==> config.mk <==
export PLATFORM = sky130hd
export DESIGN_NAME = xlat_mmu
export DESIGN_NICKNAME = d
export VERILOG_FILES = /design/src/rtl/xlat_pkg.sv /design/src/rtl/xlat_tlb.sv /design/src/rtl/xlat_perm.sv /design/src/rtl/xlat_walker.sv /design/src/rtl/xlat_mmu.sv
export SDC_FILE = /design/constraint.sdc
export NUM_CORES = 1
export LEC_CHECK = 0
export BUFFER_PORTS_ARGS = -buffer_cell sky130_fd_sc_hd__buf_2
export CORE_AREA = 8 8 189 191
export CTS_BUF_LIST = sky130_fd_sc_hd__clkbuf_8
export CTS_CLUSTER_SIZE = 25
export DETAILED_ROUTE_END_ITERATION = 12
export DIE_AREA = 0 0 197 199
export HOLD_SLACK_MARGIN = 0.06
export PLACE_DENSITY = 0.81
export SYNTH_ARGS = -nofsm -noshare
export SYNTH_HDL_FRONTEND = slang
export SYNTH_SLANG_ARGS = --single-unit
export TNS_END_PERCENT = 100
==> constraint.sdc <==
create_clock -name clk -period 5.5 [get_ports clk]
set_input_delay 0.825 -clock clk [delete_from_list [all_inputs] [get_ports clk]]
set_output_delay 0.825 -clock clk [all_outputs]
set_load 0.01 [all_outputs]
==> src/rtl/xlat_pkg.sv <==
package xlat_pkg;

  localparam logic [1:0] ACC_WRITE = 2'b01;
  localparam logic [1:0] ACC_FETCH = 2'b10;

  typedef struct packed {
    logic sup;
    logic exe;
    logic wr;
  } perm_t;

  typedef enum logic [2:0] {
    ST_IDLE,
    ST_LOOKUP,
    ST_FETCH,
    ST_REFILL,
    ST_RESPOND
  } walk_st_e;

endpackage

==> src/rtl/xlat_tlb.sv <==
module xlat_tlb
  import xlat_pkg::*;
#(
  parameter int ENTRIES = 8,
  parameter int VPN_W   = 20,
  parameter int PPN_W   = 20
) (
  input  logic             clk,
  input  logic             rst_n,
  input  logic             flush,
  input  logic [VPN_W-1:0] lk_vpn,
  output logic             lk_hit,
  output logic [PPN_W-1:0] lk_ppn,
  output perm_t            lk_perm,
  input  logic             wr_en,
  input  logic [VPN_W-1:0] wr_vpn,
  input  logic [PPN_W-1:0] wr_ppn,
  input  perm_t            wr_perm
);

  localparam int IDX_W = (ENTRIES > 1) ? $clog2(ENTRIES) : 1;

  logic [VPN_W-1:0] tag_q  [ENTRIES];
  logic [PPN_W-1:0] ppn_q  [ENTRIES];
  perm_t            perm_q [ENTRIES];
  logic [ENTRIES-1:0] vld_q, vld_d;
  logic [ENTRIES-1:0] match;
  logic [IDX_W-1:0]   rr_q, rr_d;

  for (genvar g = 0; g < ENTRIES; g++) begin : g_match
    assign match[g] = vld_q[g] && (tag_q[g] == lk_vpn);
  end

  assign lk_hit = |match;

  always_comb begin
    lk_ppn  = '0;
    lk_perm = '0;
    for (int i = 0; i < ENTRIES; i++) begin
      if (match[i]) begin
        lk_ppn  = ppn_q[i];
        lk_perm = perm_q[i];
      end
    end
  end

  // next-state: flush wins over a refill in the same cycle
  always_comb begin
    vld_d = vld_q;
    rr_d  = rr_q;
    if (wr_en) begin
      vld_d[rr_q] = 1'b1;
      rr_d = (rr_q == IDX_W'(ENTRIES - 1)) ? '0 : rr_q + IDX_W'(1);
    end
    if (flush) vld_d = '0;
  end

  always_ff @(posedge clk or negedge rst_n) begin
    if (!rst_n) begin
      vld_q <= '0;
      rr_q  <= '0;
    end else begin
      vld_q <= vld_d;
      rr_q  <= rr_d;
    end
  end

  always_ff @(posedge clk) begin
    if (wr_en) begin
      tag_q[rr_q]  <= wr_vpn;
      ppn_q[rr_q]  <= wr_ppn;
      perm_q[rr_q] <= wr_perm;
    end
  end

  assert_unique_match_R6: assert property (@(posedge clk) disable iff (!rst_n)
    $onehot0(match));

  assert_flush_empties_R7: assert property (@(posedge clk) disable iff (!rst_n)
    flush |=> !lk_hit);

endmodule

==> src/rtl/xlat_perm.sv <==
module xlat_perm
  import xlat_pkg::*;
#(
  parameter int PPN_W     = 20,
  parameter int PAGE_BITS = 12
) (
  input  logic                   ent_valid,
  input  perm_t                  ent_perm,
  input  logic [PPN_W-1:0]       ent_ppn,
  input  logic [1:0]             acc_kind,
  input  logic                   acc_super,
  input  logic [PAGE_BITS-1:0]   acc_offset,
  output logic                   page_fault,
  output logic                   prot_fault,
  output logic [PPN_W+PAGE_BITS-1:0] paddr
);

  logic denied;

  always_comb begin
    denied = 1'b0;
    if (acc_kind == ACC_WRITE && !ent_perm.wr)  denied = 1'b1;
    if (acc_kind == ACC_FETCH && !ent_perm.exe) denied = 1'b1;
    if (ent_perm.sup && !acc_super)             denied = 1'b1;
  end

  assign page_fault = !ent_valid;
  assign prot_fault = ent_valid && denied;
  assign paddr      = (ent_valid && !denied) ? {ent_ppn, acc_offset} : '0;

endmodule

==> src/rtl/xlat_walker.sv <==
module xlat_walker
  import xlat_pkg::*;
#(
  parameter int VA_W      = 32,
  parameter int PA_W      = 32,
  parameter int PAGE_BITS = 12,
  parameter int MEM_DW    = 32,
  parameter int PTE_BYTES = 4
) (
  input  logic                      clk,
  input  logic                      rst_n,
  input  logic                      req_valid,
  output logic                      req_ready,
  input  logic [VA_W-1:0]           req_vaddr,
  input  logic [1:0]                req_kind,
  input  logic                      req_super,
  input  logic [PA_W-1:0]           ptbase,
  input  logic                      tlb_hit,
  output logic [VA_W-PAGE_BITS-1:0] cur_vpn,
  output logic [PAGE_BITS-1:0]      cur_offset,
  output logic [1:0]                cur_kind,
  output logic                      cur_super,
  output logic                      mem_req_valid,
  input  logic                      mem_req_ready,
  output logic [PA_W-1:0]           mem_req_addr,
  input  logic                      mem_rsp_valid,
  input  logic [MEM_DW-1:0]         mem_rsp_data,
  output logic                      tlb_we,
  output logic                      use_walk,
  output logic                      pte_valid,
  output logic [PA_W-PAGE_BITS-1:0] pte_ppn,
  output perm_t                     pte_perm,
  output logic                      rsp_valid
);

  localparam int VPN_W     = VA_W - PAGE_BITS;
  localparam int PPN_W     = PA_W - PAGE_BITS;
  localparam int PTE_SHIFT = $clog2(PTE_BYTES);

  walk_st_e          state_q, state_d;
  logic [VPN_W-1:0]  vpn_q;
  logic [PAGE_BITS-1:0] off_q;
  logic [1:0]        kind_q;
  logic              sup_q;
  logic              issued_q, issued_d;
  logic [MEM_DW-1:0] pte_q;
  logic              cap_req, cap_pte;
  logic [PA_W-1:0]   vpn_ext;
  logic              pte_unused;

  always_comb begin
    state_d = state_q;
    unique case (state_q)
      ST_IDLE:    if (req_valid) state_d = ST_LOOKUP;
      ST_LOOKUP:  state_d = tlb_hit ? ST_IDLE : ST_FETCH;
      ST_FETCH:   if (issued_q && mem_rsp_valid) state_d = ST_REFILL;
      ST_REFILL:  state_d = ST_RESPOND;
      ST_RESPOND: state_d = ST_IDLE;
      default:    state_d = ST_IDLE;
    endcase
  end

  assign cap_req = (state_q == ST_IDLE) && req_valid;
  assign cap_pte = (state_q == ST_FETCH) && issued_q && mem_rsp_valid;

  always_comb begin
    issued_d = issued_q;
    if (state_q == ST_LOOKUP) issued_d = 1'b0;
    else if (mem_req_valid && mem_req_ready) issued_d = 1'b1;
  end

  always_ff @(posedge clk or negedge rst_n) begin
    if (!rst_n) begin
      state_q  <= ST_IDLE;
      issued_q <= 1'b0;
    end else begin
      state_q  <= state_d;
      issued_q <= issued_d;
    end
  end

  always_ff @(posedge clk) begin
    if (cap_req) begin
      vpn_q  <= req_vaddr[VA_W-1:PAGE_BITS];
      off_q  <= req_vaddr[PAGE_BITS-1:0];
      kind_q <= req_kind;
      sup_q  <= req_super;
    end
    if (cap_pte) pte_q <= mem_rsp_data;
  end

  assign vpn_ext       = PA_W'(vpn_q);
  assign mem_req_addr  = ptbase + (vpn_ext << PTE_SHIFT);
  assign mem_req_valid = (state_q == ST_FETCH) && !issued_q;
  assign req_ready     = (state_q == ST_IDLE);

  assign pte_valid     = pte_q[0];
  assign pte_perm.wr   = pte_q[1];
  assign pte_perm.exe  = pte_q[2];
  assign pte_perm.sup  = pte_q[3];
  assign pte_ppn       = pte_q[MEM_DW-1 -: PPN_W];
  assign pte_unused    = ^pte_q[MEM_DW-PPN_W-1:4];

  assign tlb_we    = (state_q == ST_REFILL) && pte_valid;
  assign use_walk  = (state_q == ST_RESPOND);
  assign rsp_valid = ((state_q == ST_LOOKUP) && tlb_hit) || (state_q == ST_RESPOND);

  assign cur_vpn    = vpn_q;
  assign cur_offset = off_q;
  assign cur_kind   = kind_q;
  assign cur_super  = sup_q;

  assert_hit_no_fetch_R1: assert property (@(posedge clk) disable iff (!rst_n)
    (state_q == ST_LOOKUP && tlb_hit) |=> (req_ready && !mem_req_valid));

  assert_hold_read_R2: assert property (@(posedge clk) disable iff (!rst_n)
    (mem_req_valid && !mem_req_ready) |=> (mem_req_valid && $stable(mem_req_addr)));

  assert_busy_after_accept_R8: assert property (@(posedge clk) disable iff (!rst_n)
    (req_valid && req_ready) |=> !req_ready);

  assert_free_after_rsp_R8: assert property (@(posedge clk) disable iff (!rst_n)
    rsp_valid |=> (req_ready && !rsp_valid));

endmodule

==> src/rtl/xlat_mmu.sv <==
module xlat_mmu
  import xlat_pkg::*;
#(
  parameter int VA_W        = 32,
  parameter int PA_W        = 32,
  parameter int PAGE_BITS   = 12,
  parameter int MEM_DW      = 32,
  parameter int TLB_ENTRIES = 8,
  parameter int PTE_BYTES   = 4
) (
  input  logic              clk,
  input  logic              rst_n,
  input  logic              cfg_base_we,
  input  logic [PA_W-1:0]   cfg_base,
  input  logic              tlb_flush,
  input  logic              req_valid,
  output logic              req_ready,
  input  logic [VA_W-1:0]   req_vaddr,
  input  logic [1:0]        req_kind,
  input  logic              req_super,
  output logic              rsp_valid,
  output logic [PA_W-1:0]   rsp_paddr,
  output logic              rsp_page_fault,
  output logic              rsp_prot_fault,
  output logic              mem_req_valid,
  input  logic              mem_req_ready,
  output logic [PA_W-1:0]   mem_req_addr,
  input  logic              mem_rsp_valid,
  input  logic [MEM_DW-1:0] mem_rsp_data
);

  localparam int VPN_W = VA_W - PAGE_BITS;
  localparam int PPN_W = PA_W - PAGE_BITS;

  logic [1:0]           rst_sync_q;
  logic                 rst_n_int;
  logic [PA_W-1:0]      base_q;
  logic                 tlb_hit, tlb_we, use_walk, pte_valid, walk_rsp;
  logic [PPN_W-1:0]     tlb_ppn, pte_ppn, chk_ppn;
  perm_t                tlb_perm, pte_perm, chk_perm;
  logic [VPN_W-1:0]     cur_vpn;
  logic [PAGE_BITS-1:0] cur_offset;
  logic [1:0]           cur_kind;
  logic                 cur_super;
  logic                 pf, pv;
  logic [PA_W-1:0]      pa;

  // asynchronous assert, synchronous release
  always_ff @(posedge clk or negedge rst_n) begin
    if (!rst_n) rst_sync_q <= '0;
    else        rst_sync_q <= {rst_sync_q[0], 1'b1};
  end
  assign rst_n_int = rst_sync_q[1];

  always_ff @(posedge clk or negedge rst_n_int) begin
    if (!rst_n_int)      base_q <= '0;
    else if (cfg_base_we) base_q <= cfg_base;
  end

  xlat_walker #(
    .VA_W(VA_W), .PA_W(PA_W), .PAGE_BITS(PAGE_BITS),
    .MEM_DW(MEM_DW), .PTE_BYTES(PTE_BYTES)
  ) walker_i (
    .clk(clk), .rst_n(rst_n_int),
    .req_valid(req_valid), .req_ready(req_ready), .req_vaddr(req_vaddr),
    .req_kind(req_kind), .req_super(req_super), .ptbase(base_q),
    .tlb_hit(tlb_hit), .cur_vpn(cur_vpn), .cur_offset(cur_offset),
    .cur_kind(cur_kind), .cur_super(cur_super),
    .mem_req_valid(mem_req_valid), .mem_req_ready(mem_req_ready),
    .mem_req_addr(mem_req_addr), .mem_rsp_valid(mem_rsp_valid),
    .mem_rsp_data(mem_rsp_data), .tlb_we(tlb_we), .use_walk(use_walk),
    .pte_valid(pte_valid), .pte_ppn(pte_ppn), .pte_perm(pte_perm),
    .rsp_valid(walk_rsp)
  );

  xlat_tlb #(
    .ENTRIES(TLB_ENTRIES), .VPN_W(VPN_W), .PPN_W(PPN_W)
  ) tlb_i (
    .clk(clk), .rst_n(rst_n_int), .flush(tlb_flush),
    .lk_vpn(cur_vpn), .lk_hit(tlb_hit), .lk_ppn(tlb_ppn), .lk_perm(tlb_perm),
    .wr_en(tlb_we), .wr_vpn(cur_vpn), .wr_ppn(pte_ppn), .wr_perm(pte_perm)
  );

  // cached entries are always valid; only the walk path can carry an invalid one
  assign chk_ppn  = use_walk ? pte_ppn  : tlb_ppn;
  assign chk_perm = use_walk ? pte_perm : tlb_perm;

  xlat_perm #(
    .PPN_W(PPN_W), .PAGE_BITS(PAGE_BITS)
  ) perm_i (
    .ent_valid(use_walk ? pte_valid : 1'b1), .ent_perm(chk_perm),
    .ent_ppn(chk_ppn), .acc_kind(cur_kind), .acc_super(cur_super),
    .acc_offset(cur_offset), .page_fault(pf), .prot_fault(pv), .paddr(pa)
  );

  assign rsp_valid      = walk_rsp;
  assign rsp_paddr      = walk_rsp ? pa : '0;
  assign rsp_page_fault = walk_rsp && pf;
  assign rsp_prot_fault = walk_rsp && pv;

  assert_fault_zero_pa_R4: assert property (@(posedge clk) disable iff (!rst_n_int)
    (rsp_valid && (rsp_page_fault || rsp_prot_fault)) |-> (rsp_paddr == '0));

  assert_single_fault_R5: assert property (@(posedge clk) disable iff (!rst_n_int)
    rsp_valid |-> !(rsp_page_fault && rsp_prot_fault));

  assert_no_walk_while_idle_R8: assert property (@(posedge clk) disable iff (!rst_n_int)
    req_ready |-> !mem_req_valid);

endmodule

* Word-level counts from Yosys, hierarchy flattened
Memory sizes are Yosys's and may differ from the RTL's.
Index checks and enable logic that the tools add are counted.
** Word-level totals
- Latch bits :: 0
- Memory bits (read-only) :: 0
- Logic and storage cells :: 109
- Bits in writable memories :: 344
- Memories :: 3
- Output and inout port bits :: 69
- Register bits after elaboration :: 116
** Memory list
- tlb_i.ppn_q :: words 8, width 20, read ports 8, clocked after memory_dff 0, write ports 1, line xlat_tlb.sv:24 : logic [PPN_W-1:0] ppn_q [ENTRIES];
- tlb_i.tag_q :: words 8, width 20, read ports 8, clocked after memory_dff 0, write ports 1, line xlat_tlb.sv:23 : logic [VPN_W-1:0] tag_q [ENTRIES];
- tlb_i.perm_q :: words 8, width 3, read ports 8, clocked after memory_dff 0, write ports 1, line xlat_tlb.sv:25 : perm_t perm_q [ENTRIES];
** Operators by class
- Eq/ne operators :: 17
- Multiply operators :: 0
- Shifts and indexed selects :: 0
- Magnitude comparators :: 2
- Multiplexer cells :: 37
- Reductions and logical operators :: 36
- Div/mod/pow operators :: 0
- Bitwise logic cells :: 1
- Add/sub/neg operators :: 2
** Operators by type and width (count)
- two-way mux 20 bit :: 9
- equality test 20 bit :: 8
- two-way mux 32 bit :: 2
- two-way mux 3 bit :: 12
- adder 32 x 22 -> 32 bit :: 1
- logical AND 1 bit :: 24
- two-way mux 8 bit :: 2
- one-hot mux 3 bit (4 select lines) :: 1
- two-way mux 1 bit :: 9
- bitwise OR 8 bit :: 1
- OR reduction 8 bit :: 1
- equality test 3 x 2 -> 1 bit (second input constant) :: 2
- equality test 3 bit (second input constant) :: 2
- logical NOT 1 bit :: 6
- less-than comparator 3 x 4 -> 1 bit (second input constant) :: 1
- nonzero test 2 bit :: 2
- adder 3 x 1 -> 3 bit (second input constant) :: 1
- demux 1 bit (select 3 bit) :: 1
- equality test 3 x 1 -> 1 bit (second input constant) :: 1
- greater-or-equal comparator 3 x 1 -> 1 bit (second input constant) :: 1
- logical NOT 3 bit :: 1
- equality test 2 x 1 -> 1 bit (second input constant) :: 1
- equality test 2 bit (second input constant) :: 1
- two-way mux 2 bit :: 1
- 4 further kinds :: 4

* Logic depth before layout (Yosys ltp)
Gate-level depths: netlist (run 1).
An unclocked memory read counts as a cell.
- Word-level depth :: 21
- Gate-level depth with buffers :: 12
- Depth with buffers taken out :: 12

* Cells and area by module
A second synthesis (run 1) with hierarchy kept.
** Unflattened totals
- Cell total of the unflattened synthesis :: 1387
- Area, all modules :: 20517.2 um^2
** Modules (own cells, without submodules)
- xlat_tlb :: area each 14585.2 um^2, instances 1, cells an instance 894
- xlat_walker :: area each 3355.7 um^2, instances 1, cells an instance 275
- xlat_mmu :: area each 2010.7 um^2, instances 1, cells an instance 135
- xlat_perm :: area each 565.5 um^2, instances 1, cells an instance 83

* Least setup slack after synthesis (run 1)
Ideal clock, no wire load.
- Path kind :: register to register
- Start :: register walker_i.state_q[0]
- End :: memory tlb_i.perm_q[0][0] (netlist name), enable pin
- Buffers on the path :: 0
- Arrival time :: 4166 ps
- Path slack :: 835 ps
- Cell stages (with the launch flop) :: 6
- Cells stage by stage :: dfrtp_1 -> nor2b_1 -> and2_1 -> nand2_1 -> or2_2 -> nor3_1
** Between the ends
- Longest elaborated chain between the ends :: 4
** Ends and longest elaborated chain
- start: declaration :: line xlat_walker.sv:40 : walk_st_e state_q, state_d;
- start signal: assignment :: line xlat_walker.sv:77 : state_q <= state_d;
- equality test 3 x 2 -> 1 bit :: line xlat_walker.sv:104 : assign tlb_we = (state_q == ST_REFILL) && pte_valid;
- logical AND 1 bit :: line xlat_walker.sv:104
- two-way mux 1 bit :: line xlat_tlb.sv:69 : if (wr_en) begin
- two-way mux 1 bit (implied by the code) :: line xlat_tlb.sv:72 : perm_q[rr_q] <= wr_perm;
- end: declaration :: line xlat_tlb.sv:25
Every way passes these cells.

* Worst setup path after layout (run 1)
- Start :: register walker_i.vpn_q[1], in the netlist walker_i.cur_vpn[1]
- End :: output rsp_paddr[21]
** Between the ends
- Longest elaborated chain between the ends :: 20
** Ends and longest elaborated chain
- start: declaration :: line xlat_walker.sv:41 : logic [VPN_W-1:0] vpn_q;
- start signal: assignment :: line xlat_walker.sv:84 : vpn_q <= req_vaddr[VA_W-1:PAGE_BITS];
- equality test 20 bit :: line xlat_tlb.sv:31 : assign match[g] = vld_q[g] && (tag_q[g] == lk_vpn);
- logical AND 1 bit :: line xlat_tlb.sv:31
- two-way mux 3 bit (8 in a row) :: line xlat_tlb.sv:40 : if (match[i]) begin
- two-way mux 3 bit :: line xlat_mmu.sv:86 : assign chk_perm = use_walk ? pte_perm : tlb_perm;
- logical NOT 1 bit :: line xlat_perm.sv:22 : if (acc_kind == ACC_WRITE && !ent_perm.wr) denied = 1'b1;
- logical AND 1 bit :: line xlat_perm.sv:22
- two-way mux 1 bit :: line xlat_perm.sv:22
- two-way mux 1 bit :: line xlat_perm.sv:23 : if (acc_kind == ACC_FETCH && !ent_perm.exe) denied = 1'b1;
- two-way mux 1 bit :: line xlat_perm.sv:24 : if (ent_perm.sup && !acc_super) denied = 1'b1;
- logical NOT 1 bit :: line xlat_perm.sv:29 : assign paddr = (ent_valid && !denied) ? {ent_ppn, acc_offset} : '0;
- logical AND 1 bit :: line xlat_perm.sv:29
- two-way mux 32 bit :: line xlat_perm.sv:29
- two-way mux 32 bit * :: line xlat_mmu.sv:97 : assign rsp_paddr = walk_rsp ? pa : '0;
- end: declaration :: line xlat_mmu.sv:22 : output logic [PA_W-1:0] rsp_paddr,
Mark *: on every way between the ends. The rest lies on a longest branch, timed or not.

==> flow_summary.json, run 1 <==
{
  "grt_first_pass_wirelength_microns": 74600,
  "synth_top_family_by_area": "simple AND/OR/NAND/NOR gates",
  "avgRoutedWirePerCell_microns": 22.1,
  "tritoncts.num_buffers": 71,
  "post_synth_main_area_contributors": "sky130_fd_sc_hd__edfxtp_1 61%, sky130_fd_sc_hd__dfrtp_1 6.2%, sky130_fd_sc_hd__xnor2_1 5.3%, sky130_fd_sc_hd__xor2_1 3.1%, sky130_fd_sc_hd__mux2_2 2.9%",
  "post-synth-top-area-cell": "sky130_fd_sc_hd__edfxtp_1",
  "maxSlewViolCount": 0,
  "crit_slowest_cell": "sky130_fd_sc_hd__edfxtp_1",
  "grt_antenna_before_repair": 3,
  "synthSimpleGateAreaFrac": 0.109,
  "nNetsFinal": 1812,
  "seq_area_frac_synth": 0.670,
  "async_flop_share": 0.108,
  "cts_sinks": 452,
  "synth-main-ff-cell": "sky130_fd_sc_hd__edfxtp_1",
  "irDropWorstVdd_mv": 0.332,
  "yosys.cell_count.top_type": "sky130_fd_sc_hd__edfxtp_1",
  "cp_max_fo": 18,
  "core-area_sq_um": 32900,
  "cts.clk_slew.worst_paths_ns": 0.06,
  "netlist_instances": 1443,
  "multiInputGateArea_sq_um": 6220,
  "max_clock_freq_mhz": 188,
  "status": "complete, no violations",
  "cts-root-to-sink-buffers": 3,
  "final_hold_viol_count": 0,
  "detailedRoute.firstPassIterationCount": 9,
  "final.setup_skew_ns": 0.0394,
  "drt.antenna.violating_nets": 0,
  "timing.critical_path.required_ns": 4.68,
  "global_route.usage.total": 0.247,
  "cap_violations": 0,
  "grt_start_max_net_pins": 64,
  "nFillCells": 2213,
  "core.rowCount": 67,
  "cp_top_family": "simple AND/OR/NAND/NOR gates",
  "routabilityCongestion": 0.874,
  "grt_setup_unrepaired": "false",
  "period_minus_slack_ns": 5.32,
  "layoutNonFillerInstCount": 2188,
  "synth.cells.most_frequent": "403 x sky130_fd_sc_hd__edfxtp_1, 127 x sky130_fd_sc_hd__nor2_1, 121 x sky130_fd_sc_hd__xnor2_1, 79 x sky130_fd_sc_hd__nand2_1, 70 x sky130_fd_sc_hd__xor2_1",
  "synth-adder-area-share": 0.0148,
  "die_width_microns": 197,
  "maxSlewHeadroom": 0.377,
  "setup.worst_path.class": "reg -> out",
  "synth_edf_count": 403,
  "holdCritPathClass": "reg -> reg",
  "post-route-period-util": 0.968,
  "yosys_warnings": 0,
  "crit_buf_inv": 2,
  "critical_path.max_stage_delay_ns": 0.59,
  "routed_via_density": 5.95,
  "clkLatencyLatePin_ns": 0.61,
  "holdWs_ns": 0.340,
  "place.detailed.instances": 2042,
  "timing.final.setup_violations": 0,
  "synth.distinct_cells": 67,
  "avgSynthCellArea_sq_um": 13.8,
  "routed-via-count": 13000,
  "tritoncts": "yes",
  "power_after_layout_mw": 8.61,
  "chipHeight_microns": 199,
  "wirelength_microns": 48400,
  "final_core_utilization": 0.699,
  "crit_chain": "xor2_1 > or4_1 > nor4_2 > a211oi_1 > o31a_1 > a2111o_1 > a21oi_1 > nand2_4 > buf_4 > nor3_2 > buf_2",
  "grt_pass1_vias": 13500,
  "element_type_at_the_critical_path_end": "output pin",
  "syn_area_sq_um": 19900,
  "synthToLayoutAreaGrowth_pct": 15.4,
  "dp.final_hpwl_microns": 30700,
  "io-pin-count": 175,
  "synthXorXnorAreaFrac": 0.0840,
  "place.port_buffers": 166,
  "initial_utilization": 0.606,
  "ff_latch_area_sq_um": 13300,
  "dieArea_sq_um": 39200,
  "synth-seq-cells": 452,
  "antenna_cells_inserted": 0,
  "power_density_nw_per_um2": 375,
  "area_fraction_in_compound_gates_after_synthesis": 0.0706,
  "layout-drive-gt1-share": 0.245,
  "fin_setup_tns_ns": 0,
  "htree_num_levels": 3,
  "leakage_nw": 8.22,
  "globalRouteOverflowTotal": 0,
  "crit_path_start_kind": "flop",
  "dr.first_iter.drc_count": 1244,
  "worst-endpoint-arrival_ns": 4.50,
  "multiplexer_share_of_the_synthesized_area": 0.0299,
  "yosys.area.top_type_share": 0.608,
  "worst-slew-pin-transition_ns": 0.934,
  "ctsRootBufferMaster": "sky130_fd_sc_hd__clkbuf_8",
  "drc": 0,
  "mappedNetlistNets": 1572
}
## worst register-to-register path: stages (launching register included)
cell and delay [ns]:
sky130_fd_sc_hd__dfrtp_1 0.42, sky130_fd_sc_hd__nor2b_1 0.25, sky130_fd_sc_hd__and2_1 0.19, sky130_fd_sc_hd__nand2_1 0.12
sky130_fd_sc_hd__or2_2 0.40, sky130_fd_sc_hd__nor3_2 0.45, sky130_fd_sc_hd__buf_4 0.61
## metrics by stage
stage	instance area [sq um]	worst slack [ns]
final	23000	0.177
after global routing	23000	0.000439
after CTS	22900	0.00762
after detailed placement	21500	0.608
after global placement	21500	0.708
after floorplan	19900	0.835
## sequential cells by signal, summed over array words and instances, names as in the netlist, 3 cells and up
signal / flops
base_q: 32
tlb_i.perm_q: 24
tlb_i.ppn_q: 160
tlb_i.rr_q: 3
tlb_i.tag_q: 160
tlb_i.vld_q: 8
walker_i.cur_offset: 12
walker_i.cur_vpn: 20
walker_i.pte_q: 24
walker_i.state_q: 3
## worst paths after layout
kind,startpoint,end,slack (ns),depth (start not counted)
setup / recovery,walker_i.cur_vpn[1]$_DFFE_PP_,rsp_paddr[21],0.18,11
min in group asynchronous,rst_sync_q[1]$_DFF_PN0_,base_q[18]$_DFFE_PN0P_,0.40,1
hold / removal,rst_sync_q[0]$_DFF_PN0_,rst_sync_q[1]$_DFF_PN0_,0.34,0
hold reg to reg,rst_sync_q[0]$_DFF_PN0_,rst_sync_q[1]$_DFF_PN0_,0.34,0
max in group asynchronous,rst_sync_q[1]$_DFF_PN0_,base_q[22]$_DFFE_PN0P_,4.61,1
setup reg to reg,walker_i.state_q[0]$_DFFE_PN0P_,tlb_i.tag_q[0][6]$_DFFE_PP_,2.64,6
## power by group
part | leakage [nW] | internal [mW] | switching [mW]
clock network | 0.794 | 1.41 | 1.32
logic | 3.19 | 0.624 | 1.01
registers | 4.24 | 4.05 | 0.197
total | 8.22 | 6.08 | 2.53
## what timing repair did
action	4_1_cts	5_1_grt
hold endpoints to repair	2	0
cloned	0	0
hold buffers	1	0
buffers inserted	11	4
resized for setup	0	2
setup endpoints to repair	15	19
## cells in the final DEF, fill, tap and decap left out, drive strengths merged, types with 41 or more instances in the layout
cell type  netlist  layout
nor2           127     127
mux2            52      52
o21ai           51      51
buf             18     234
xnor2          121     121
nand2           80      80
a21oi           41      41
edfxtp         403     403
clkbuf          50      81
inv             37      63
dfrtp           49      49
nor3            55      55
xor2            70      70
## routing by layer
layer / wire, microns / global-route usage / up-vias
li1: - / - / 5855
met1: 19100 / 0.316 / 6348
met2: 22900 / 0.395 / 685
met3: 4790 / 0.0667 / 131
met4: 1560 / 0.104 / 6
met5: 30 / 0 / -
## logic make-up after synthesis
| group | count (synthesis) |
|---|---|
| AOI/OAI and AO/OA | 202 |
| and+or+nand+nor | 416 |
| DFF | 452 |
| other | 1 |
| muxes | 53 |
| xor gates and xnor gates | 191 |
| buffers and inverters | 105 |
| adders and majority gates | 23 |
## layout make-up
type | count | area share
Multi-Input combinational cell | 886 | 0.271
Clock buffer | 81 | 0.0485
Inverter | 37 | 0.00605
Timing Repair Buffer | 235 | 0.0588
Tap cell | 448 | 0.0244
Clock inverter | 49 | 0.0112
Sequential cell | 452 | 0.580
Note: power is estimated with default switching activity, not from simulation.
==> inputs of run 2 (changes only) <==
--- a/config.mk
+++ b/config.mk
@@ -13,6 +13,7 @@
 export DIE_AREA = 0 0 197 199
 export HOLD_SLACK_MARGIN = 0.06
 export PLACE_DENSITY = 0.81
+export REMOVE_ABC_BUFFERS = 1
 export SYNTH_ARGS = -nofsm -noshare
 export SYNTH_HDL_FRONTEND = slang
 export SYNTH_SLANG_ARGS = --single-unit
==> run 2 against run 1 <==
  * Sequential share of layout area shrank 0.19 points
  * Wire length down 0.33%
  * Combinational power is 2% higher
  * Critical path type unchanged
  * Via count is 1.1% higher
  * Largest power group unchanged
  * Global-route usage is 0.47 points lower
  * First-iteration DRC count down 4.3%
  * Critical path depth did not move
  * Hold slack gained 0.021 ns
==> flow_summary.json, run 2 (synthesis results as in run 1) <==
{
  "status": "complete, no violations",
  "fin_setup_tns_ns": 0,
  "top_regs": "tlb_i.ppn_q (160), tlb_i.tag_q (160), base_q (32)",
  "clkLatencyLatePin_ns": 0.60,
  "clock_share_of_power": 0.317,
  "mostFrequentLayoutCell": "sky130_fd_sc_hd__edfxtp_1",
  "crit_path_start_kind": "flop",
  "hold_path_depth": 0,
  "holdCritPathClass": "reg -> reg",
  "antenna_cells_inserted": 0,
  "max_clock_freq_mhz": 187,
  "globalRouteOverflowTotal": 0,
  "ctsRootBufferMaster": "sky130_fd_sc_hd__clkbuf_8",
  "avgRoutedWirePerCell_microns": 22.0,
  "grt_setup_unrepaired": "false",
  "timing.critical_path.required_ns": 4.68,
  "share_comb_of_total_power": 0.193,
  "grt_first_pass_wirelength_microns": 73300,
  "initial_utilization": 0.606,
  "cts_sinks": 452,
  "worst-endpoint-arrival_ns": 4.53,
  "maxSlewHeadroom": 0.388,
  "period_minus_slack_ns": 5.35,
  "detailedRoute.firstPassIterationCount": 5,
  "chipHeight_microns": 199,
  "layout-drive-gt1-share": 0.244,
  "final_hold_viol_count": 0,
  "r2r-start": "walker_i.state_q[0]$_DFFE_PN0P_",
  "final_cell_mix": "403 x sky130_fd_sc_hd__edfxtp_1, 166 x sky130_fd_sc_hd__buf_2, 121 x sky130_fd_sc_hd__xnor2_1, 118 x sky130_fd_sc_hd__nor2_1, 84 x sky130_fd_sc_hd__clkbuf_8",
  "place.port_buffers": 166,
  "timing.final.setup_violations": 0,
  "pwr-share-seq": 0.490,
  "routed-via-count": 13200,
  "grt_antenna_before_repair": 3,
  "core.rowCount": 67,
  "irDropWorstVdd_mv": 0.310,
  "r2r_end": "tlb_i.tag_q[5][5]$_DFFE_PP_",
  "tritoncts.num_buffers": 73,
  "dr.first_iter.drc_count": 1190,
  "nNetsFinal": 1816,
  "ff2ff_setup_slack_ns": 2.63,
  "dieArea_sq_um": 39200,
  "setup.worst_path.class": "reg -> out",
  "element_type_at_the_critical_path_end": "output pin",
  "routabilityCongestion": 0.885,
  "grt_start_max_net_pins": 48,
  "io-pin-count": 175,
  "htree_num_levels": 3,
  "routed_via_density": 6.01,
  "grt_pass1_vias": 13400,
  "global_route.usage.total": 0.242,
  "drc": 0,
  "leakage_nw": 8.27,
  "worst_setup_path_startpoint": "walker_i.cur_vpn[1]$_DFFE_PP_",
  "power_density_nw_per_um2": 374,
  "swShare": 0.289,
  "cts-root-to-sink-buffers": 3,
  "logic_depth_of_the_worst_register_to_register_path": 5,
  "endpoint": "rsp_paddr[12]",
  "power_dissipated_by_switching_net_loads_mw": 2.49,
  "worst-slew-pin-transition_ns": 0.918,
  "post-route-period-util": 0.974,
  "cp_max_fo": 19,
  "synthToLayoutAreaGrowth_pct": 15.8,
  "cts.clk_slew.worst_paths_ns": 0.06,
  "cap_violations": 0,
  "core-area_sq_um": 32900,
  "dp.final_hpwl_microns": 30200,
  "maxSlewViolCount": 0,
  "wirelength_microns": 48200,
  "internal_power_mw": 6.12,
  "holdWs_ns": 0.361,
  "tritoncts": "yes",
  "die_width_microns": 197,
  "final.setup_skew_ns": 0.0204,
  "drt.antenna.violating_nets": 0
}
run 2: changes by cell type in the layout (fill, tap and decap cells not counted), moves of 2 or more:
cell / delta
sky130_fd_sc_hd__inv_6: -2
sky130_fd_sc_hd__buf_12: +3
sky130_fd_sc_hd__clkinv_1: +3
sky130_fd_sc_hd__clkinv_2: -5
sky130_fd_sc_hd__clkbuf_8: +3
sky130_fd_sc_hd__inv_8: -2
sky130_fd_sc_hd__inv_1: +5
run 2: layout make-up:
type | instances | area, sq um
repair buffers | 237 | 1400
well taps | 448 | 561
flip-flops and latches | 452 | 13300
inverters | 37 | 139
fillers | 2184 | 9820
multi-input cells | 886 | 6240
clock inverters | 48 | 220
clock buffers | 84 | 1160
run 2: how the worst min path moves through the flow:
stage	startpoint	end	slack [ns]
floorplan	rst_sync_q[0]$_DFF_PN0_	rst_sync_q[1]$_DFF_PN0_	0.33
global placement	rst_sync_q[0]$_DFF_PN0_	rst_sync_q[1]$_DFF_PN0_	0.34
detailed placement	rst_sync_q[0]$_DFF_PN0_	rst_sync_q[1]$_DFF_PN0_	0.34
CTS	rst_sync_q[0]$_DFF_PN0_	rst_sync_q[1]$_DFF_PN0_	0.36
global route	req_vaddr[6]	walker_i.cur_offset[6]$_DFFE_PP_	0.38
finish	rst_sync_q[0]$_DFF_PN0_	rst_sync_q[1]$_DFF_PN0_	0.36
run 2: power groups by stage:
stage / combinational, mW / sequential (mW) / clock (mW)
6_report: 1.67 / 4.22 / 2.73
4_1_cts: 1.62 / 4.23 / 2.77
2_1_floorplan: 0.900 / 4.34 / 0
3_5_place_dp: 1.54 / 4.33 / 0
5_1_grt: 1.79 / 4.24 / 2.91
3_3_place_gp: 1.50 / 4.31 / 0
run 2: worst max-delay path, cell delays in order, from the launching register on:
cell and delay [ns]:
sky130_fd_sc_hd__edfxtp_1 0.56, sky130_fd_sc_hd__xnor2_1 0.27, sky130_fd_sc_hd__nand4_1 0.16, sky130_fd_sc_hd__or4_4 0.60
sky130_fd_sc_hd__or3_1 0.37, sky130_fd_sc_hd__a311o_1 0.40, sky130_fd_sc_hd__a311o_1 0.39, sky130_fd_sc_hd__a21oi_2 0.23
sky130_fd_sc_hd__nand2_4 0.25, sky130_fd_sc_hd__buf_4 0.30, sky130_fd_sc_hd__nor3_1 0.23, sky130_fd_sc_hd__buf_2 0.18
run 2: what timing repair did:
item	in CTS	in global routing
setup buffers	11	8
hold buffers	1	0
resized for setup	4	2
pin swaps	0	0
hold endpoints to repair	2	0
setup endpoints to repair	17	18
run 2: per-layer routing:
metal  global-route usage  vias to the layer above  share of wire
met3               0.0707                      112           0.10
met1                0.309                     6408           0.39
met2                0.386                      772           0.47
met5                    0                        -        0.00064
met4               0.0986                        6          0.029
li1                     -                     5873              -
run 2: through the flow:
stage / power [mW] / std cells / instance area, sq um / setup slack (ns) / util
after floorplan: 5.24 / 1375 / 19600 / 0.448 / -
after global placement: 5.81 / 2040 / 21400 / 0.617 / 0.653
after detailed placement: 5.86 / 2040 / 21400 / 0.444 / 0.653
after CTS: 8.62 / 2184 / 23000 / 0.0654 / 0.699
after global routing: 8.94 / 2192 / 23000 / 0.0333 / 0.701
final: 8.61 / 2192 / 23000 / 0.145 / 0.701
==> inputs of run 3 (changes only) <==
--- a/config.mk
+++ b/config.mk
@@ -6,14 +6,16 @@
 export NUM_CORES = 1
 export LEC_CHECK = 0
 export BUFFER_PORTS_ARGS = -buffer_cell sky130_fd_sc_hd__buf_2
+export CAP_MARGIN = 10
 export CORE_AREA = 8 8 189 191
 export CTS_BUF_LIST = sky130_fd_sc_hd__clkbuf_8
 export CTS_CLUSTER_SIZE = 25
 export DETAILED_ROUTE_END_ITERATION = 12
 export DIE_AREA = 0 0 197 199
 export HOLD_SLACK_MARGIN = 0.06
-export PLACE_DENSITY = 0.81
+export PLACE_DENSITY = 0.84
 export REMOVE_ABC_BUFFERS = 1
+export SETUP_SLACK_MARGIN = 0.4
 export SYNTH_ARGS = -nofsm -noshare
 export SYNTH_HDL_FRONTEND = slang
 export SYNTH_SLANG_ARGS = --single-unit
==> run 3 against run 2 <==
  * Maximum frequency up 6.6%
  * Largest cell class unchanged
  * Setup slack better by 0.33 ns
  * Register-to-register slack worse by 0.22 ns
  * Flip-flop and latch count unchanged
  * First-iteration DRC count up 31%
  * Largest power group unchanged
  * Sequential power about the same
  * Critical path type unchanged
  * Clock-buffer cell count down 7
  * Wire length up 4.2%
==> flow_summary.json, run 3 (synthesis results as in run 1) <==
{
  "period_minus_slack_ns": 5.02,
  "place.port_buffers": 166,
  "core.rowCount": 67,
  "synthToLayoutAreaGrowth_pct": 17.0,
  "pre_cts_slack_ns": 0.650,
  "routed_via_density": 6.06,
  "cp_top_family": "simple AND/OR/NAND/NOR gates",
  "internal_power_mw": 6.26,
  "irDropWorstVdd_mv": 0.302,
  "worst-slew-pin-transition_ns": 0.920,
  "crit_slowest_cell": "sky130_fd_sc_hd__or4_4",
  "crit_buf_inv": 2,
  "chipHeight_microns": 199,
  "routabilityCongestion": 0.881,
  "layout.cell_area.non_filler_sq_um": 23300,
  "fin_setup_tns_ns": 0,
  "clock_share_of_power": 0.319,
  "post-route-period-util": 0.913,
  "core-area_sq_um": 32900,
  "top_regs": "tlb_i.ppn_q (160), tlb_i.tag_q (160), base_q (32)",
  "nNetsFinal": 1827,
  "critPathMostFrequentCell": "sky130_fd_sc_hd__a311o_1",
  "grt_pass1_vias": 13800,
  "critical_path.max_stage_delay_ns": 0.60,
  "io-pin-count": 175,
  "element_type_at_the_critical_path_end": "output pin",
  "dieArea_sq_um": 39200,
  "maxSlewHeadroom": 0.387,
  "die_width_microns": 197,
  "global_route.usage.total": 0.251,
  "timing.critical_path.required_ns": 4.68,
  "timing.final.setup_violations": 0,
  "leakage_nw": 8.37,
  "maxSlewViolCount": 0,
  "pwr-share-seq": 0.481,
  "cts.clk_slew.worst_paths_ns": 0.06,
  "final_core_utilization": 0.709,
  "worst-endpoint-arrival_ns": 4.20,
  "max_clock_freq_mhz": 199,
  "cts-root-to-sink-buffers": 3,
  "detailedRoute.firstPassIterationCount": 7,
  "dr.first_iter.drc_count": 1553,
  "grt_antenna_before_repair": 2,
  "holdCritPathClass": "reg -> reg",
  "grt_start_max_net_pins": 64,
  "dp.final_hpwl_microns": 30900,
  "cap_violations": 0,
  "initial_utilization": 0.606,
  "placedInstanceArea_sq_um": 21500,
  "tritoncts": "yes",
  "tritoncts.num_buffers": 70,
  "share_comb_of_total_power": 0.201,
  "grt_setup_unrepaired": "false",
  "setup.worst_path.class": "reg -> out",
  "cp_max_fo": 27,
  "mostFrequentLayoutCell": "sky130_fd_sc_hd__edfxtp_1",
  "final_cell_mix": "403 x sky130_fd_sc_hd__edfxtp_1, 166 x sky130_fd_sc_hd__buf_2, 118 x sky130_fd_sc_hd__xnor2_1, 117 x sky130_fd_sc_hd__nor2_1, 79 x sky130_fd_sc_hd__buf_4",
  "avgRoutedWirePerCell_microns": 22.8,
  "fin_ws_ns": 0.478,
  "crit_path_start_kind": "flop",
  "globalRouteOverflowTotal": 0,
  "final.setup_skew_ns": 0.0231,
  "drt.antenna.violating_nets": 0,
  "ctsRootBufferMaster": "sky130_fd_sc_hd__clkbuf_8",
  "wirelength_microns": 50200,
  "clkLatencyLatePin_ns": 0.59,
  "swShare": 0.289,
  "crit_chain": "xnor2_1 > nand4_1 > or4_4 > or3_1 > a311o_1 > a311o_1 > a21oi_4 > nand2_4 > buf_12 > nor3_2 > buf_2",
  "grt_first_pass_wirelength_microns": 75600,
  "routed-via-count": 13300,
  "htree_num_levels": 3,
  "cts_sinks": 452,
  "power_density_nw_per_um2": 378,
  "layout-drive-gt1-share": 0.255,
  "final_hold_viol_count": 0,
  "status": "complete, no violations",
  "drc": 0,
  "power_dissipated_by_switching_net_loads_mw": 2.54
}
[run 3: cell types whose count changed in the layout (fill, tap and decap cells not counted), moves of 3 or more]
cell,delta
sky130_fd_sc_hd__xnor2_2,+3
sky130_fd_sc_hd__clkinv_2,-3
sky130_fd_sc_hd__clkbuf_8,-7
sky130_fd_sc_hd__bufinv_16,+4
sky130_fd_sc_hd__xnor2_1,-3
sky130_fd_sc_hd__buf_4,+12
[run 3: path summary, 6_finish.rpt]
kind                                                startpoint                              end  slack [ns]  cells past startpoint
worst max-delay path             walker_i.cur_vpn[0]$_DFFE_PP_                    rsp_paddr[17]        0.48                     11
worst min register to register         rst_sync_q[0]$_DFF_PN0_          rst_sync_q[1]$_DFF_PN0_        0.35                      0
worst min-delay path                   rst_sync_q[0]$_DFF_PN0_          rst_sync_q[1]$_DFF_PN0_        0.35                      0
max in group asynchronous              rst_sync_q[1]$_DFF_PN0_           base_q[11]$_DFFE_PN0P_        4.58                      1
min in group asynchronous              rst_sync_q[1]$_DFF_PN0_        tlb_i.rr_q[2]$_DFFE_PN0P_        0.41                      1
worst max register to register  walker_i.cur_vpn[12]$_DFFE_PP_  walker_i.state_q[1]$_DFFE_PN0P_        2.41                     11
[run 3: stage by stage]
| step | instances | power (mW) | hold slack [ns] |
|---|---|---|---|
| after floorplan | 1375 | 5.24 | 0.331 |
| after global placement | 2040 | 5.82 | 0.338 |
| after detailed placement | 2040 | 5.89 | 0.343 |
| after CTS | 2193 | 8.76 | 0.356 |
| after global routing | 2200 | 9.11 | 0.367 |
| final | 2201 | 8.80 | 0.353 |
[run 3: worst register-to-register path: stages (launching register included)]
cell and delay, ns:
sky130_fd_sc_hd__edfxtp_1 0.53, sky130_fd_sc_hd__buf_4 0.21, sky130_fd_sc_hd__buf_4 0.18, sky130_fd_sc_hd__xor2_1 0.18, sky130_fd_sc_hd__nor4_2 0.20, sky130_fd_sc_hd__nand4_1 0.32, sky130_fd_sc_hd__or2_4 0.49, sky130_fd_sc_hd__nand2_1 0.18
sky130_fd_sc_hd__buf_4 0.34, sky130_fd_sc_hd__nor3_1 0.15, sky130_fd_sc_hd__nand3_1 0.10, sky130_fd_sc_hd__a21oi_1 0.07
[run 3: cell type report]
type / instances / area, sq um
clock buffer: 77 / 1060
sequential: 452 / 13300
fill: 2063 / 9570
timing repair buffer: 251 / 1530
antenna: 1 / 2.50
tap: 448 / 561
clock inverter: 49 / 334
multi-input combinational: 886 / 6330
inverter: 37 / 139
[run 3: timing repair]
action | 4_1_cts | 5_1_grt
setup buffers | 26 | 7
hold buffers | 1 | 0
endpoints found under the hold margin | 2 | 0
setup endpoints to repair | 38 | 39
resized for setup | 11 | 11
pin swaps | 1 | 3
[run 3: power by group through the flow]
stage               logic, mW  registers (mW)  clock network, mW
floorplan               0.900            4.34                  0
global placement         1.49            4.33                  0
detailed placement       1.54            4.35                  0
CTS                      1.70            4.22               2.83
global route             1.89            4.25               2.97
finish                   1.77            4.23               2.80
[run 3: routing by layer]
metal,track usage,up-vias,part of all wire
li1,-,5880,-
met1,0.320,6456,0.37
met2,0.410,861,0.48
met3,0.0665,130,0.11
met4,0.0978,2,0.033
met5,0,-,0.00016
